===== src/rtl/intr_fe_pkg.sv =====
package intr_fe_pkg;
  localparam int unsigned SYNC_STAGES_DEF = 2;

  typedef struct packed {
    logic lvl;
    logic rise;
  } strobe_t;
endpackage


===== src/rtl/intr_sync_edge.sv =====
module intr_sync_edge
  import intr_fe_pkg::*;
#(
  parameter int unsigned STAGES = SYNC_STAGES_DEF
) (
  input  logic    clk_i,
  input  logic    rst_ni,
  input  logic    async_i,
  output strobe_t strb_o
);
  localparam int unsigned TOP = STAGES - 1;

  // sh[0] first capture, sh[TOP] synced level, sh[STAGES] one-cycle delay
  logic [STAGES:0] sh_q;

  always_ff @(posedge clk_i or negedge rst_ni) begin
    if (!rst_ni) sh_q <= '0;
    else         sh_q <= {sh_q[STAGES-1:0], async_i};
  end

  assign strb_o.lvl  = sh_q[TOP];
  assign strb_o.rise = sh_q[TOP] & ~sh_q[STAGES];
endmodule


===== src/rtl/intr_en_latch.sv =====
module intr_en_latch (
  input  logic clk_i,
  input  logic rst_ni,
  input  logic set_i,
  input  logic clr_i,
  output logic en_o
);
  always_ff @(posedge clk_i or negedge rst_ni) begin
    if (!rst_ni)     en_o <= 1'b0;
    else if (clr_i)  en_o <= 1'b0;  // clear wins over set
    else if (set_i)  en_o <= 1'b1;
  end
endmodule


===== src/rtl/intr_req_pipe.sv =====
module intr_req_pipe (
  input  logic clk_i,
  input  logic rst_ni,
  input  logic en_i,
  input  logic tick_rise_i,
  input  logic fetch_rise_i,
  input  logic ack_i,
  output logic req_o,
  output logic sync_o
);
  always_ff @(posedge clk_i or negedge rst_ni) begin
    if (!rst_ni) begin
      req_o  <= 1'b0;
      sync_o <= 1'b0;
    end else if (ack_i) begin
      req_o  <= 1'b0;
      sync_o <= 1'b0;
    end else begin
      if (tick_rise_i)  req_o  <= en_i;
      if (fetch_rise_i) sync_o <= req_o;
    end
  end
endmodule


===== src/rtl/intr_front_end.sv =====
module intr_front_end
  import intr_fe_pkg::*;
#(
  parameter int unsigned SYNC_STAGES = SYNC_STAGES_DEF
) (
  input  logic clk_i,
  input  logic rst_ni,
  input  logic en_wr_i,
  input  logic en_rd_i,
  input  logic tick_i,
  input  logic fetch_i,
  input  logic ack_i,
  output logic irq_no
);
  localparam int unsigned N_STRB = 2;
  localparam int unsigned IDX_TICK  = 0;
  localparam int unsigned IDX_FETCH = 1;

  logic [N_STRB-1:0] strb_in;
  strobe_t           strb [N_STRB];
  logic              en_q, req_q, sync_q;
  logic              tick_rise, fetch_rise, fetch_lvl;

  assign strb_in[IDX_TICK]  = tick_i;
  assign strb_in[IDX_FETCH] = fetch_i;

  for (genvar g = 0; g < N_STRB; g++) begin : g_sync
    intr_sync_edge #(.STAGES(SYNC_STAGES)) u_sync (
      .clk_i  (clk_i),
      .rst_ni (rst_ni),
      .async_i(strb_in[g]),
      .strb_o (strb[g])
    );
  end

  assign tick_rise  = strb[IDX_TICK].rise;
  assign fetch_rise = strb[IDX_FETCH].rise;
  assign fetch_lvl  = strb[IDX_FETCH].lvl;

  intr_en_latch u_en (
    .clk_i (clk_i),
    .rst_ni(rst_ni),
    .set_i (en_wr_i),
    .clr_i (en_rd_i),
    .en_o  (en_q)
  );

  intr_req_pipe u_req (
    .clk_i       (clk_i),
    .rst_ni      (rst_ni),
    .en_i        (en_q),
    .tick_rise_i (tick_rise),
    .fetch_rise_i(fetch_rise),
    .ack_i       (ack_i),
    .req_o       (req_q),
    .sync_o      (sync_q)
  );

  assign irq_no = ~(fetch_lvl & sync_q & req_q);
endmodule


===== config.mk =====
export PLATFORM = sky130hd
export DESIGN_NAME = intr_front_end
export DESIGN_NICKNAME = d
export VERILOG_FILES = /design/src/rtl/intr_fe_pkg.sv /design/src/rtl/intr_sync_edge.sv /design/src/rtl/intr_en_latch.sv /design/src/rtl/intr_req_pipe.sv /design/src/rtl/intr_front_end.sv
export SDC_FILE = /design/constraint.sdc
export NUM_CORES = 1
export LEC_CHECK = 0
export ABC_AREA = 1
export BUFFER_PORTS_ARGS = -buffer_cell sky130_fd_sc_hd__buf_2
export CAP_MARGIN = 20
export CORE_AREA = 2 2 39 41
export CTS_CLUSTER_SIZE = 10
export DETAILED_ROUTE_END_ITERATION = 8
export DIE_AREA = 0 0 41 43
export PLACE_DENSITY_LB_ADDON = 0.1
export SLEW_MARGIN = 20
export SYNTH_ARGS = -nofsm -noshare
export SYNTH_HDL_FRONTEND = slang
export SYNTH_SLANG_ARGS = --single-unit

===== constraint.sdc =====
create_clock -name clk_i -period 1.4 [get_ports clk_i]
set_input_delay 0.07 -clock clk_i [delete_from_list [all_inputs] [get_ports clk_i]]
set_output_delay 0.07 -clock clk_i [all_outputs]
set_load 0.005 [all_outputs]

# ---- After elaboration in Yosys (flattened, before gate mapping)
# Index checks and enable logic that the tools add are counted.
dict set report classes {
  bitwise 7
  muxes 6
  n_reduce_logical 3
}
# cell count
set op_table {}
lappend op_table {{2-to-1 mux 1 bit} 6}
lappend op_table {{nonzero test 2 bit} 3}
lappend op_table {{bitwise AND 1 bit} 4}
lappend op_table {{inverter 1 bit} 3}
dict set report totals {
  inputBits 7
  register_bits 9
  elab_cells 21
}

# ---- Longest topological paths before layout
dict set report logic_depth {
  word_depth 4
  ltp_mapped 4
  mapped_depth_nobuf 4
}

# ---- Modules after synthesis
# From an unflattened synthesis, not the netlist that was laid out.
dict set report hier_totals {
  cells_unflattened 27
  hier_area_um2 309.0
}
# module area_each_um2 cells_per_inst instances
set modules_own_cells {}
lappend modules_own_cells {intr_sync_edge 92.6 6 2}
lappend modules_own_cells {intr_req_pipe 86.3 11 1}
lappend modules_own_cells {intr_en_latch 32.5 3 1}
lappend modules_own_cells {intr_front_end 5.0 1 1}

# ---- Least setup slack after synthesis
# OpenSTA, ideal clock, no wires.
dict set report synth_timing {
  path_type {register to register}
  from {reg g_sync[1].u_sync.sh_q[2]}
  to {reg u_req.sync_o}
  n_path_buf 0
  t_arrival_ns 0.533
  setup_slack_ns 0.749
  t_required_ns 1.282
  stages_incl_launch_ff 5
  path_cell_list {dfrtp_1 -> inv_1 -> nand2_1 -> nand3_1 -> nand2_1}
}
dict set report synth_between {
  elab_chain_len 3
}
# item line_no
set synth_rtl {}
lappend synth_rtl {{start, declared} intr_sync_edge.sv:14} ;# logic [STAGES:0] sh_q;
lappend synth_rtl {{start signal, assigned} intr_sync_edge.sv:18} ;# else sh_q <= {sh_q[STAGES-1:0], async_i};
lappend synth_rtl {{inverter 1 bit} intr_sync_edge.sv:22} ;# assign strb_o.rise = sh_q[TOP] & ~sh_q[STAGES];
lappend synth_rtl {{bitwise AND 1 bit} intr_sync_edge.sv:22}
lappend synth_rtl {{nonzero test 2 bit (no line)} -}
lappend synth_rtl {{end signal, assigned} intr_req_pipe.sv:20} ;# if (fetch_rise_i) sync_o <= req_o;
lappend synth_rtl {{end, declared} intr_req_pipe.sv:9} ;# output logic sync_o
# Every way passes these cells.
# A chain may end at the register's enable or synchronous reset.

# ---- Worst setup path in the final report
dict set report layout_timing {
  from {reg g_sync[1].u_sync.sh_q[1]}
  to {out irq_no}
}
dict set report layout_between {
  elab_chain_len 3
}
# item line_no
set layout_rtl {}
lappend layout_rtl {{bitwise AND 1 bit (2 in a row)} intr_front_end.sv:59} ;# assign irq_no = ~(fetch_lvl & sync_q & req_q);
lappend layout_rtl {{inverter 1 bit} intr_front_end.sv:59}
lappend layout_rtl {{end, declared} intr_front_end.sv:13} ;# output logic irq_no
# Every way passes these cells.

==> results_dict.tcl <==
set metrics [dict create \
    grtUsageTotal_pct 7.943 \
    cts.clk_slew.worst_paths_ps 60 \
    synth-adder-area-share_pct 0 \
    dp.final_hpwl_um 324.6 \
    cts_resized 0 \
    postRouteWirelength_um 460 \
    postSynthNetCount 30 \
    grt_overflow_total 0 \
    area_delta_synth_final_pct 42.36 \
    timing.critical_path.fanout_max 4 \
    viasPerCell 3.796 \
    insertedDiodeCount 0 \
    numCtsBuffers 3 \
    grt_pass1_vias 211 \
    maximum_number_of_pins_on_one_net_before_global_route_repair 10 \
    postRouteAntennaNets 0 \
    synth_top_family_by_area "simple AND/OR/NAND/NOR gates" \
    critical_path.cell_chain "nand3_1 -> buf_2" \
    critPathArrivalTime_ps 860 \
    critical_path_required_time_ps 1330 \
    synth_compound_gate_area_share_pct 0 \
    gp_routability_congestion 0.5895 \
    timing.critical_path.slowest_cell_delay_ps 410 \
    die-width_um 41 \
    synth.area.top_cells "dfrtp_1 79%, nand3_1 5.2%, nand2_1 5.2%, nand4_1 4.4%, inv_1 2.6%" \
    timing.hold.worst_path_depth 3 \
    clockBufferDepth 2 \
    basic_gate_share_of_the_synthesized_area_counting_and_or_nand_and_nor_cells_pct 17.47 \
    setup_viol 0 \
    netlist_area_um2 286.5 \
    holdCritPathClass "in -> reg" \
    layout-drive-gt1-share_pct 28.95 \
    clock_insertion_delay_worst_skew_ps 260 \
    post-route-period-util_pct 66.66 \
    timing.final.max_slew_violations 0 \
    routed-via-count 205 \
    worst_setup_path_start_kind "flop" \
    initial_utilization_pct 20.71 \
    max-slew-margin-rel_pct 86.45 \
    reg2reg_depth 4 \
    synth_sequential_area_ratio_pct 78.60 \
    postSynthRegisterBits 9 \
    synth-xor-area-share_pct 0 \
    design_area_um2 407.9 \
    power_density_mw_per_mm2 1234 \
    row_count 14 \
    yosys.area.top_type "dfrtp_1" \
    max-vdd-ir-drop_mv 0.3536 \
    number_of_detailed_route_iterations_in_the_first_pass 2 \
    cp_slowest_cell "dfrtp_1" \
    maxCapViolations 0 \
    die-area_mm2 0.001763 \
    result_of_the_run "completed" \
    cts_num_sinks 9 \
    remaining_drc_errors 0 \
    final.min_clock_period_ps 933.2 \
    ios 8 \
    final-hold-violation-count 0 \
    finalClockSkew_ps 0.4386 \
    die_h_um 43 \
    yosysWarnings 0 \
    grt_setup_unrepaired "false" \
    synth.top_cell.area_share_pct 78.60 \
    setup.worst_path.end_class "primary output" \
    cts_root_buffer "clkbuf_4" \
    synthesized_instance_count 23 \
    postSynthAreaPerCell_um2 12.46 \
    max_slew.worst_pin.slew_ps 203.3 \
    floorplan.core_area_mm2 0.001384 \
    muxShareOfSynthArea_pct 0 \
    route.detailed.wl_per_inst_um 8.519 \
    p_leak_nw 0.2070 \
    post_route_setup_tns_ps 0 \
    timing_worst_setup_path_type "reg -> out" \
    detailedRoute.firstIterationViolations 4 \
    cts_tree "yes" \
    number_of_antenna_violations_at_the_first_check_in_global_routing 0 \
    placement.io_buffers 7 \
    timing.fmax_mhz 1072 \
    layout.nets 46 \
    detailed_place.area_um2 341.6 \
    cts_htree_levels 1 \
    grt_first_pass_wirelength_um 807 \
    synth.distinct_cells 7 \
]
==> registers in the layout, indices dropped and copies added (netlist names) <==
signal,cells
u_req.sync_o,1
u_en.en_o,1
g_sync.u_sync.sh_q,6
u_req.req_o,1
==> cells in the final DEF, fill, tap and decap left out <==
cell type / n
clkbuf_4: 3
nand4_1: 2
dlygate4sd3_1: 4
clkbuf_1: 1
nor2_1: 2
dfrtp_1: 9
inv_1: 2
nand3_1: 3
buf_2: 7
inv_2: 1
nand2_1: 4
==> cell type report <==
cell class	count	area, um2
Fill cell	159	975.9
Clock buffer	4	26.28
Timing Repair Buffer	11	75.07
Tap cell	16	20.02
Inverter	3	11.26
Sequential cell	9	225.2
Multi-Input combinational cell	11	50.05
==> path summary, 6_finish.rpt <==
check,startpoint,end,slack [ps]
worst max register to register,g_sync[1].u_sync.sh_q[2],u_req.sync_o,720
worst max-delay path,g_sync[1].u_sync.sh_q[1],irq_no,470
worst min register to register,g_sync[1].u_sync.sh_q[0],g_sync[1].u_sync.sh_q[1],350
min in group asynchronous,rst_ni,g_sync[1].u_sync.sh_q[0],180
max in group asynchronous,rst_ni,g_sync[0].u_sync.sh_q[1],1040
worst min-delay path,en_wr_i,u_en.en_o,20
==> timing repair <==
item / in CTS / in global routing
endpoints found under the hold margin: 12 / 0
hold buffers: 4 / 0
setup buffers: 0 / 0
==> worst max-delay path: cells and delay by family, from the launching register on <==
kind	cells	cell delay, ps
buffers and inverters	1	110
flip-flops	1	410
AND/OR/NAND/NOR	1	90
==> per-layer routing <==
metal / wire length (um) / GRT usage (%) / vias to the layer above
met5: 0 / 0 / -
met4: 0 / 10.00 / 0
met3: 32 / 4.712 / 0
met2: 218 / 9.063 / 7
met1: 210 / 8.418 / 95
li1: - / - / 103
==> metrics by stage <==
stage / std cells / hold slack [ps] / power [mW] / util (%) / setup slack [ps]
after floorplan: 23 / -225.6 / 0.2888 / - / 749.0
after global routing: 54 / 50.32 / 0.5395 / 29.48 / 421.8
after detailed placement: 46 / -65.46 / 0.3049 / 24.68 / 723.5
final: 54 / 24.62 / 0.5034 / 29.48 / 466.8
after CTS: 54 / 15.63 / 0.5190 / 29.48 / 453.0
after global placement: 46 / -73.69 / 0.3034 / 24.68 / 728.3
==> report_power, final <==
part | total (mW) | switching [mW] | internal (mW)
Clock | 0.196 | 0.0864 | 0.110
Combinational | 0.0290 | 0.0128 | 0.0162
Sequential | 0.278 | 0.00604 | 0.272
==> cell usage after synthesis (all sizes together) <==
cell type and n:
inv 3, nand4 2, nand2 4, dfrtp 9, nand3 3, nor2 2
==> logic make-up after synthesis <==
family                 count (synthesis)
buffers and inverters                  3
flip-flops                             9
AND/OR/NAND/NOR                       11
Note: power is estimated with default switching activity, not from simulation.
